--- src/rtl/irq_prio_pkg.sv ---
package irq_prio_pkg;
    localparam int unsigned NUM_LINES = 8;
    localparam int unsigned IDX_W     = $clog2(NUM_LINES);
    localparam int unsigned VEC_W     = 8;
    localparam int unsigned BASE_W    = VEC_W - IDX_W;

    typedef struct packed {
        logic [NUM_LINES-1:0] req;
        logic [NUM_LINES-1:0] isr;
        logic [NUM_LINES-1:0] mask;
        logic [NUM_LINES-1:0] prev;
        logic [BASE_W-1:0]    base;
        logic                 lvl_mode;
        logic                 rd_isr;
        logic                 base_armed;
        logic [VEC_W-1:0]     vector;
        logic [VEC_W-1:0]     rdata;
    } ctrl_state_t;
endpackage

--- src/rtl/irq_line_sync.sv ---
module irq_line_sync #(
    parameter int unsigned WIDTH  = 8,
    parameter int unsigned STAGES = 2
) (
    input  logic             clk,
    input  logic             rst_n,
    input  logic [WIDTH-1:0] din,
    output logic [WIDTH-1:0] dout
);
    logic [STAGES-1:0][WIDTH-1:0] stage_q;

    for (genvar s = 0; s < STAGES; s++) begin : g_stage
        if (s == 0) begin : g_first
            always_ff @(posedge clk or negedge rst_n) begin
                if (!rst_n) stage_q[s] <= '0;
                else        stage_q[s] <= din;
            end
        end else begin : g_next
            always_ff @(posedge clk or negedge rst_n) begin
                if (!rst_n) stage_q[s] <= '0;
                else        stage_q[s] <= stage_q[s-1];
            end
        end
    end

    assign dout = stage_q[STAGES-1];
endmodule

--- src/rtl/irq_prio_pick.sv ---
module irq_prio_pick #(
    parameter int unsigned WIDTH = 8,
    localparam int unsigned IW   = $clog2(WIDTH)
) (
    input  logic [WIDTH-1:0] bits,
    output logic             found,
    output logic [IW-1:0]    idx
);
    always_comb begin
        found = 1'b0;
        idx   = '0;
        for (int i = WIDTH - 1; i >= 0; i--) begin
            if (bits[i]) begin
                found = 1'b1;
                idx   = IW'(i);
            end
        end
    end
endmodule

--- src/rtl/irq_prio_ctrl.sv ---
module irq_prio_ctrl
    import irq_prio_pkg::*;
#(
    parameter int unsigned SYNC_STAGES = 2
) (
    input  logic                 clk,
    input  logic                 rst_n,
    input  logic [NUM_LINES-1:0] irq_in,
    input  logic                 sel,
    input  logic                 wr,
    input  logic                 rd,
    input  logic                 addr,
    input  logic [VEC_W-1:0]     wdata,
    output logic [VEC_W-1:0]     rdata,
    input  logic                 ack,
    output logic                 irq_out,
    output logic [VEC_W-1:0]     vector
);
    ctrl_state_t st_q, st_d;

    logic [NUM_LINES-1:0] line_s;
    logic [NUM_LINES-1:0] pend;
    logic                 pend_found, isr_found;
    logic [IDX_W-1:0]     pend_idx, isr_idx;
    logic                 win_ok;
    logic                 wr_cmd, wr_hi, rd_go;

    irq_line_sync #(.WIDTH(NUM_LINES), .STAGES(SYNC_STAGES)) u_sync (
        .clk(clk), .rst_n(rst_n), .din(irq_in), .dout(line_s)
    );

    assign pend = st_q.req & ~st_q.mask;

    irq_prio_pick #(.WIDTH(NUM_LINES)) u_pick_pend (
        .bits(pend), .found(pend_found), .idx(pend_idx)
    );

    irq_prio_pick #(.WIDTH(NUM_LINES)) u_pick_isr (
        .bits(st_q.isr), .found(isr_found), .idx(isr_idx)
    );

    assign win_ok = pend_found && (!isr_found || (pend_idx < isr_idx));
    assign wr_cmd = sel && wr && !addr;
    assign wr_hi  = sel && wr && addr;
    assign rd_go  = sel && rd;

    always_comb begin
        st_d      = st_q;
        st_d.prev = line_s;

        // request capture
        if (st_q.lvl_mode) st_d.req = line_s;
        else               st_d.req = line_s & (st_q.req | ~st_q.prev);

        // command port, address 0
        if (wr_cmd) begin
            if (wdata[4]) begin
                st_d.lvl_mode   = wdata[3];
                st_d.mask       = '0;
                st_d.isr        = '0;
                st_d.base_armed = 1'b1;
            end else begin
                if (wdata[5] && isr_found) st_d.isr[isr_idx] = 1'b0;
                if (wdata[1])              st_d.rd_isr = wdata[0];
            end
        end

        // data port, address 1
        if (wr_hi) begin
            if (st_q.base_armed) begin
                st_d.base       = wdata[VEC_W-1:IDX_W];
                st_d.base_armed = 1'b0;
            end else begin
                st_d.mask = wdata;
            end
        end

        // acknowledge, independent of sel
        if (ack) begin
            if (win_ok) begin
                st_d.isr[pend_idx] = 1'b1;
                if (!st_q.lvl_mode) st_d.req[pend_idx] = 1'b0;
                st_d.vector = {st_q.base, pend_idx};
            end else begin
                st_d.vector = {st_q.base, {IDX_W{1'b1}}};
            end
        end

        if (rd_go) begin
            if (addr)             st_d.rdata = st_q.mask;
            else if (st_q.rd_isr) st_d.rdata = st_q.isr;
            else                  st_d.rdata = st_q.req;
        end
    end

    always_ff @(posedge clk or negedge rst_n) begin
        if (!rst_n) st_q <= '0;
        else        st_q <= st_d;
    end

    assign irq_out = win_ok;
    assign vector  = st_q.vector;
    assign rdata   = st_q.rdata;
endmodule

--- config.mk ---
export PLATFORM = sky130hd
export DESIGN_NAME = irq_prio_ctrl
export DESIGN_NICKNAME = d
export VERILOG_FILES = /design/src/rtl/irq_prio_pkg.sv /design/src/rtl/irq_line_sync.sv /design/src/rtl/irq_prio_pick.sv /design/src/rtl/irq_prio_ctrl.sv
export SDC_FILE = /design/constraint.sdc
export NUM_CORES = 1
export LEC_CHECK = 0
export BUFFER_PORTS_ARGS = -buffer_cell sky130_fd_sc_hd__clkbuf_2
export CAP_MARGIN = 0
export CORE_UTILIZATION = 58
export CTS_BUF_LIST = sky130_fd_sc_hd__clkbuf_16
export DETAILED_ROUTE_END_ITERATION = 12
export GPL_TIMING_DRIVEN = 0
export PLACE_DENSITY = 0.84
export RECOVER_POWER = 25
export SETUP_SLACK_MARGIN = 0.15
export SYNTH_ARGS = -nofsm -noshare
export SYNTH_HDL_FRONTEND = slang
export SYNTH_HIERARCHICAL = 1
export SYNTH_SLANG_ARGS = --single-unit
--- constraint.sdc ---
create_clock -name clk -period 2.8 [get_ports clk]
set_clock_uncertainty 0.1 [all_clocks]
set_input_delay 0.42 -clock clk [delete_from_list [all_inputs] [get_ports clk]]
set_output_delay 0.42 -clock clk [all_outputs]
set_load 0.01 [all_outputs]
==> results of run 1 <==
-- metrics by stage --
step | util [%] | setup slack (ns) | setup TNS, ns | power [uW] | instances
global placement | 65.24 | -0.06068 | -0.07533 | 2538 | 391
finish | 77.98 | -0.09892 | -0.5393 | 4498 | 434
global route | 77.98 | -0.1714 | -1.163 | 4669 | 434
floorplan | - | 0.2876 | 0 | 2240 | 281
detailed placement | 65.65 | -0.09300 | -0.3118 | 2586 | 392
CTS | 75.27 | 0.1500 | 0 | 4109 | 424
-- worst min path at each step --
stage          cells past startpoint  slack [ns]                 to              start
4_1_cts                            1        0.08  u_sync/stage_q[0]          irq_in[0]
6_report                           1        0.09  u_sync/stage_q[0]          irq_in[0]
3_5_place_dp                       0        0.24     u_sync/dout[0]  u_sync/stage_q[0]
3_3_place_gp                       0        0.23     u_sync/dout[4]  u_sync/stage_q[4]
2_1_floorplan                      0        0.02           rdata[0]              rst_n
5_1_grt                            1        0.08  u_sync/stage_q[3]          irq_in[3]
-- cells by family after synthesis --
family | count (synthesis)
compound gates | 68
fa+ha+maj | 2
buf+inv | 42
flops | 72
mux | 28
simple gates | 69
-- registers in the layout (all words and copies together), names as in the netlist --
signal and cells:
st_q 40, u_sync/dout 8, vector 8, rdata 8, u_sync/stage_q 8
-- layout make-up --
cell class              instances  area, um^2
plain buffers                  35       245.2
inverters                       7       26.28
well taps                      72       90.09
repair buffers                 65       424.2
clock buffers                   9       225.2
multi-input cells             167        1410
flip-flops and latches         72        1804
fillers                       323        1220
clock inverters                 7       95.09
-- what timing repair did --
action | CTS | global route
gates resized for setup | 21 | 23
setup buffers | 15 | 10
endpoints found under the hold margin | 27 | 0
hold buffers | 1 | 0
endpoints found under the setup margin | 15 | 13
pin swaps | 8 | 10
-- routing by layer --
metal | routed length (um) | global-route usage, % | up-vias
met4 | 359 | 14.91 | 0
li1 | - | - | 1164
met5 | 0 | 0 | -
met1 | 3434 | 32.78 | 1326
met2 | 4376 | 44.60 | 152
met3 | 534 | 6.588 | 46
-- power by group --
part | switching (uW) | internal [uW]
Combinational | 871 | 954
Sequential | 195 | 1250
Clock | 445 | 781
Total | 1510 | 2990
-- layout by cell type, fill, tap and decap left out, drive strengths merged, types with 7 or more instances in the layout --
cell type,instances
a22o,8
buf,51
clkbuf,57
dfrtp,72
inv,9
mux2,20
mux2i,8
nand2,14
nor2,7
nor2b,15
o21ai,17
-- critical path: stages, from the launching register on --
cell and delay (ns):
dfrtp_1 0.44, nor2b_2 0.28, o21ai_1 0.14, a211oi_2 0.42, ha_4 0.28, buf_4 0.13, nor2b_1 0.15, o31a_1 0.41
buf_4 0.17, o31ai_1 0.26
==> impl_metrics.ini, run 1 <==
[die]
die-width_um = 77.82
start_util_pct = 60.19
dieHeight_um = 77.82
io_pins = 40
fp-row-count = 27
coreArea_um2 = 5540
die_area_um2 = 6056

[critical_path]
r2r_start = st_q[55]
cp-end-kind = flop
reg2regPathDepth = 9
rrSetupSlack_ns = -0.1
worstPathRequired_ns = 2.93
crit_end = st_q[46]
path_class = flop to flop
critPathArrivalTime_ns = 3.03
worst_setup_path_start_kind = flop
cp_max_fo = 5
crit_start = st_q[55]
timing.rr.end = st_q[46]

[synth]
synth.distinct_cells = 47
syn_inst = 281
synth_flop_cell = dfrtp_1
ys_top_cells_by_count = dfrtp_1, buf_4, mux2_2
seq_area_frac_synth_pct = 54.03
synth.most_common_cell = dfrtp_1
synth_edf_count = 0
synth_area_leaders = dfrtp_1, mux2_2, buf_4, nor2b_1, mux2i_1
synthSimpleGateAreaFrac_pct = 13.36
synth-xor-area-share_pct = 0
synth_top_family_by_area = compound AO/OA/AOI/OAI gates
synth_seq_cells = 72
muxShareOfSynthArea_pct = 9.156
synthAdderAreaFrac_pct = 0.7505
synth_compound_area_share_pct = 14.56
synth_area_leader_cell = dfrtp_1
syn_avg_cell_area_um2 = 11.87
netlist_area_um2 = 3334
async_flop_share_pct = 100.0
synth_warnings = 6
yosysTopAreaCellShare_pct = 54.03
synth_fp_nets = 306

[final_layout]
diodes = 0
area_growth_pct = 29.57
fin_area_um2 = 4320
finish.net_count = 382
post_route_cells_drive_above_1_share_pct = 45.03

[run_status]
violations = max-capacitance violations, max-slew violations, negative setup slack
status = finished, violations left

[pwr]
powerDensity_nw_per_um2 = 1041
leakagePower_uw = 0.001985
peakVddDrop_mv = 0.6185

[sta]
maxSlewViolCount = 28
fin_ws_ns = -0.09892
hold_viol_final = 0
setup-violations-final = 9
fmax_mhz = 345.0
rsz0062_at_grt = yes
worst_hold_slack_ns = 0.08733
relSlewSlack_pct = -1.653
min_period_over_period_pct = 103.5
worst_pin_slew_ns = 1.525
fin_crit_ns = 2.899

[job]
drv_cap = 1

[global_routing]
antenna_found_initial = 0
grt_pass1_wl_um = 12100
track_usage_pct = 27.12
grt_start_max_net_pins = 46
grt_pass1_vias = 2455
overflow = 0

[routing]
wl_um = 8703
drtAntennaViolNets = 0
avgRoutedWirePerCell_um = 20.05
vias = 2688
drtIter0Drc = 231
drtPass1Iterations = 5
drc = 0
viasPerCell = 6.194

[clock_tree]
clk_transition_reported_paths_ns = 0.06
cts-root-buf = clkbuf_16
cts_buffer_depth = 2
numCtsBuffers = 9
cts_sinks = 72
clk_latency_ns = 0.33
cts_tree = yes
htree_num_levels = 3

[place]
gp_congestion = 0.8646
dpl.hpwl_um = 4713
place_area_um2 = 3637
portBuffers = 38

[worst_hold_path]
worst_hold_path_type = input pin to flop
(Power assumes the default switching activity.)
==> run 2, diff against run 1 <==
--- a/config.mk
+++ b/config.mk
@@ -5,13 +5,13 @@
 export SDC_FILE = /design/constraint.sdc
 export NUM_CORES = 1
 export LEC_CHECK = 0
-export BUFFER_PORTS_ARGS = -buffer_cell sky130_fd_sc_hd__clkbuf_2
-export CAP_MARGIN = 0
+export BUFFER_PORTS_ARGS = -buffer_cell sky130_fd_sc_hd__buf_2
+export CAP_MARGIN = 5
 export CORE_UTILIZATION = 58
 export CTS_BUF_LIST = sky130_fd_sc_hd__clkbuf_16
 export DETAILED_ROUTE_END_ITERATION = 12
 export GPL_TIMING_DRIVEN = 0
-export PLACE_DENSITY = 0.84
+export PLACE_DENSITY = 0.8
 export RECOVER_POWER = 25
 export SETUP_SLACK_MARGIN = 0.15
 export SYNTH_ARGS = -nofsm -noshare
==> run 2 against run 1 <==
The flow finishes with violations (max-capacitance violations, max-slew violations); largest cell class unchanged; non-clock buffer count fell by 9; critical path type is now flop to output port; clock power increased by 8%; sequential power is essentially flat; total power fell by 4.8%; sequential share of layout area is 0.66 points higher.
==> impl_metrics.ini, run 2 (synthesized netlist as in run 1, its figures left out) <==
[routing]
drc = 0
drtIter0Drc = 219
wl_um = 7644
viasPerCell = 6.033
avgRoutedWirePerCell_um = 17.99
drtPass1Iterations = 5
vias = 2564
drtAntennaViolNets = 0

[run_status]
violations = max-capacitance violations, max-slew violations
status = finished, violations left

[final_layout]
diodes = 0
regMostFlops = st_q
largest_reg_flops = 40
post-route-util_pct = 76.83
final_common_cell = dfrtp_1
post_route_cells_drive_above_1_share_pct = 45.04
final_cell_mix = dfrtp_1, buf_2, buf_4
finish.net_count = 373
area_growth_pct = 27.65

[pwr]
seqPwrFrac_pct = 34.0
power.share.combinational_pct = 35.0
switching_share_pct = 32.37
powerDensity_nw_per_um2 = 1006
internal_power_uw = 2896
p_clk_share_pct = 31.0
peakVddDrop_mv = 0.6684
leakagePower_uw = 0.001943
p_switching_uw = 1386

[critical_path]
cp_max_fo = 4
crit_start = st_q[45]
r2r_start = st_q[55]
critPathArrivalTime_ns = 2.21
worstPathRequired_ns = 2.28
cp-end-kind = output port
path_class = flop to output port
worst_setup_path_start_kind = flop

[sta]
worst_pin_slew_ns = 1.723
worst_hold_slack_ns = 0.09051
setup_tns_ns = 0
hold_viol_final = 0
fmax_mhz = 366.3
fin_crit_ns = 2.730
min_period_over_period_pct = 97.50
rsz0062_at_grt = yes
maxSlewViolCount = 73
relSlewSlack_pct = -14.89
setup-violations-final = 0

[clock_tree]
cts_tree = yes
htree_num_levels = 3
clk_transition_reported_paths_ns = 0.06
cts_sinks = 72
clk_latency_ns = 0.33
cts-root-buf = clkbuf_16
cts_buffer_depth = 2
hold_buffers = 0
numCtsBuffers = 9

[place]
dpl.hpwl_um = 4574
gp_congestion = 0.8858
portBuffers = 38

[die]
io_pins = 40
die_area_um2 = 6056
die-width_um = 77.82
dieHeight_um = 77.82
start_util_pct = 60.19
coreArea_um2 = 5540
fp-row-count = 27

[worst_hold_path]
worst_hold_path_type = input pin to flop
holdCritStartpoint = irq_in[5]

[global_routing]
antenna_found_initial = 0
grt_pass1_wl_um = 12490
track_usage_pct = 27.54
grt_pass1_vias = 2595
overflow = 0
grt_start_max_net_pins = 73

[job]
drv_cap = 1
## run 2: timing repair
item                       CTS  global route
pin swaps                    7             6
gates cloned                 0             0
gates resized for setup     21            18
buffers inserted            15             3
setup endpoints to repair   16             7
## run 2: final cells by class
type | count | area (um^2)
well taps | 72 | 90.09
inverters | 7 | 26.28
flip-flops and latches | 72 | 1805
clock buffers | 9 | 225.2
clock inverters | 7 | 126.4
repair buffers | 56 | 324.1
multi-input cells | 167 | 1414
plain buffers | 35 | 245.2
fillers | 343 | 1284
## run 2: critical path, stage by stage, from the launching register on
cell and delay (ns):
dfrtp_2 0.46, nor2_4 0.12, o21ai_2 0.08, a211oi_2 0.34, inv_1 0.09, ha_2 0.35, nand2_1 0.06, o21ai_2 0.16
a21boi_2 0.07, buf_2 0.14
## run 2: per-stage QoR
stage,total power (uW),instance area (um^2),setup WS [ns],instances
after global routing,4499,4257,0.00008105,425
after detailed placement,2583,3617,-0.1115,391
after CTS,4138,4169,0.1512,422
after floorplan,2240,3334,0.2876,281
final,4282,4257,0.06986,425
after global placement,2536,3615,-0.03899,391
## run 2: path summary, 6_finish.rpt
check,slack (ns),cells after the start,endpoint
setup / recovery,0.07,9,irq_out
hold / removal,0.09,1,u_sync/stage_q[5]
setup reg to reg,0.26,7,st_q[48]
hold reg to reg,0.25,0,u_sync/dout[4]
max in group asynchronous,1.01,1,st_q[40]
min in group asynchronous,0.41,1,rdata[1]
## run 2: routing by layer
layer  global-route usage, %  share of wire [%]  vias to the layer above
li1                        -                  -                     1143
met1                   33.02                 42                     1253
met2                   44.60                 47                      135
met3                   7.412                6.6                       33
met4                   16.04                4.0                        0
met5                       0                  0                        -
## run 2: power groups by stage
stage / clock network, uW / registers (uW) / logic [uW]
detailed placement: 0 / 1430 / 1150
global route: 1410 / 1480 / 1620
finish: 1330 / 1460 / 1500
global placement: 0 / 1420 / 1120
CTS: 1350 / 1420 / 1370
floorplan: 0 / 1380 / 863
==> run 3, diff against run 2 <==
--- a/config.mk
+++ b/config.mk
@@ -7,11 +7,13 @@
 export LEC_CHECK = 0
 export BUFFER_PORTS_ARGS = -buffer_cell sky130_fd_sc_hd__buf_2
 export CAP_MARGIN = 5
-export CORE_UTILIZATION = 58
+export CELL_PAD_IN_SITES_DETAIL_PLACEMENT = 0
+export CELL_PAD_IN_SITES_GLOBAL_PLACEMENT = 1
+export CORE_UTILIZATION = 46
 export CTS_BUF_LIST = sky130_fd_sc_hd__clkbuf_16
 export DETAILED_ROUTE_END_ITERATION = 12
 export GPL_TIMING_DRIVEN = 0
-export PLACE_DENSITY = 0.8
+export PLACE_DENSITY = 0.77
 export RECOVER_POWER = 25
 export SETUP_SLACK_MARGIN = 0.15
 export SYNTH_ARGS = -nofsm -noshare
==> run 3 against run 2 <==
The run still ends with max-capacitance violations, max-slew violations left; core utilization shrank 14 points; cell area rose by 2.4%; highest routed layer unchanged; clock power down 8%; first-iteration DRC count down 39%; routed wire length up 0.16%; die area increased by 25%; largest cell class unchanged; sequential power is essentially flat; fmax up 2.8%.
==> impl_metrics.ini, run 3 (synthesized netlist as in run 1, its figures left out) <==
[final_layout]
post-route-util_pct = 63.12
final_cell_mix = dfrtp_1, buf_4, buf_2
stdcell_count = 457
regMostFlops = st_q
diodes = 0
finish.net_count = 382
post_route_cells_drive_above_1_share_pct = 47.37
final_common_cell = dfrtp_1
area_growth_pct = 30.73
largest_reg_flops = 40
fill_cells = 585

[critical_path]
crit_cells = 8
worstPathCellList = nor2b_4 -> nor4_4 -> nor2b_4 -> ha_4 -> a21oi_2 -> o21ai_2 -> a21boi_1 -> buf_2
reg2regPathDepth = 13
slowest_delay_ns = 0.40
crit_slowest_cell = dfrtp_1
worstPathRequired_ns = 2.28
timing.rr.end = vector[2]
critical_path_buf_inv_count = 1
worst_setup_path_start_kind = flop
cp-end-kind = output port
cp_max_fo = 4
crit_start = st_q[51]
r2r_start = st_q[51]
path_class = flop to output port
cpLargestDelayFamily = simple AND/OR/NAND/NOR gates
rrSetupSlack_ns = 0.17
crit_end = irq_out
critPathArrivalTime_ns = 2.14
crit_top_cell = nor2b_4

[clock_tree]
htree_num_levels = 3
cts_sinks = 72
hold_buffers = 0
clk_transition_reported_paths_ns = 0.06
clk_latency_ns = 0.33
cts_buffer_depth = 2
cts-root-buf = clkbuf_16
numCtsBuffers = 9
cts_tree = yes

[sta]
min_period_over_period_pct = 94.87
relSlewSlack_pct = -14.94
hold_viol_final = 0
rsz0062_at_grt = yes
maxSlewViolCount = 73
fin_crit_ns = 2.656
worst_pin_slew_ns = 1.724
setup-violations-final = 0
fmax_mhz = 376.5
fin_ws_ns = 0.1436

[die]
io_pins = 40
die-width_um = 87.14
coreArea_um2 = 6907
fp-row-count = 30
die_area_um2 = 7593
dieHeight_um = 87.14
start_util_pct = 48.28

[pwr]
seqPwrFrac_pct = 33.2
p_switching_uw = 1402
peakVddDrop_mv = 0.5653
leakagePower_uw = 0.001969
switching_share_pct = 32.22
internal_power_uw = 2950
powerDensity_nw_per_um2 = 998.2
p_clk_share_pct = 28.1
power.share.combinational_pct = 38.7

[place]
post-place-ws_ns = -0.06865
gp_congestion = 0.8289
post-place-cells = 415
dpl.hpwl_um = 4673
portBuffers = 38

[worst_hold_path]
worst_hold_path_type = input pin to flop
hold_depth = 1

[routing]
drtPass1Iterations = 4
viasPerCell = 5.427
drtIter0Drc = 133
drc = 0
avgRoutedWirePerCell_um = 16.75
drtAntennaViolNets = 0
vias = 2480
wl_um = 7656

[global_routing]
antenna_found_initial = 0
grt_start_max_net_pins = 73
overflow = 0
grt_pass1_vias = 2282
track_usage_pct = 21.66
grt_pass1_wl_um = 12020

[run_status]
violations = max-capacitance violations, max-slew violations
status = finished, violations left

[job]
drv_cap = 1
-- run 3: metal layers --
metal  global-route usage (%)  up-vias  part of all wire, %
li1                         -     1155                    -
met1                    28.63     1257                   45
met2                    34.07       58                   49
met3                    6.825       10                  4.6
met4                    7.004        0                  1.8
met5                        0        -                    0
-- run 3: area by class of cell --
class                   count  area (um^2)  area share, %
plain buffers              35        241.5          5.540
clock buffers               9        225.2          5.166
clock inverters             6        92.59          2.124
inverters                   7        26.28         0.6028
multi-input cells         167         1446          33.18
flip-flops and latches     72         1808          41.48
well taps                  96        120.1          2.755
repair buffers             65        399.1          9.156
-- run 3: worst min path at each step --
stage / start / end
floorplan: rst_n / rdata[0]
global placement: u_sync/stage_q[0] / u_sync/dout[0]
detailed placement: u_sync/stage_q[0] / u_sync/dout[0]
CTS: irq_in[5] / u_sync/stage_q[5]
global route: irq_in[5] / u_sync/stage_q[5]
finish: irq_in[5] / u_sync/stage_q[5]
-- run 3: stage by stage --
stage / instance area [um^2] / setup TNS, ns / total power (uW) / hold WS [ns]
5_1_grt: 4359 / 0 / 4595 / 0.07639
3_5_place_dp: 3647 / -0.2631 / 2583 / 0.2347
2_1_floorplan: 3334 / 0 / 2240 / 0.02441
6_report: 4359 / 0 / 4351 / 0.08801
4_1_cts: 4242 / 0 / 4175 / 0.07843
3_3_place_gp: 3645 / -0.3919 / 2562 / 0.2328
-- run 3: power by group through the flow --
stage | combinational (uW) | clock, uW | sequential [uW]
floorplan | 863 | 0 | 1380
global placement | 1140 | 0 | 1420
detailed placement | 1160 | 0 | 1430
CTS | 1500 | 1250 | 1420
global route | 1830 | 1300 | 1470
finish | 1680 | 1220 | 1440
-- run 3: what timing repair did --
item                       CTS  global route
buffers inserted            21             6
hold endpoints to repair     0             0
gates resized for setup     30            19
setup endpoints to repair   15            19
pin swaps                    8            12
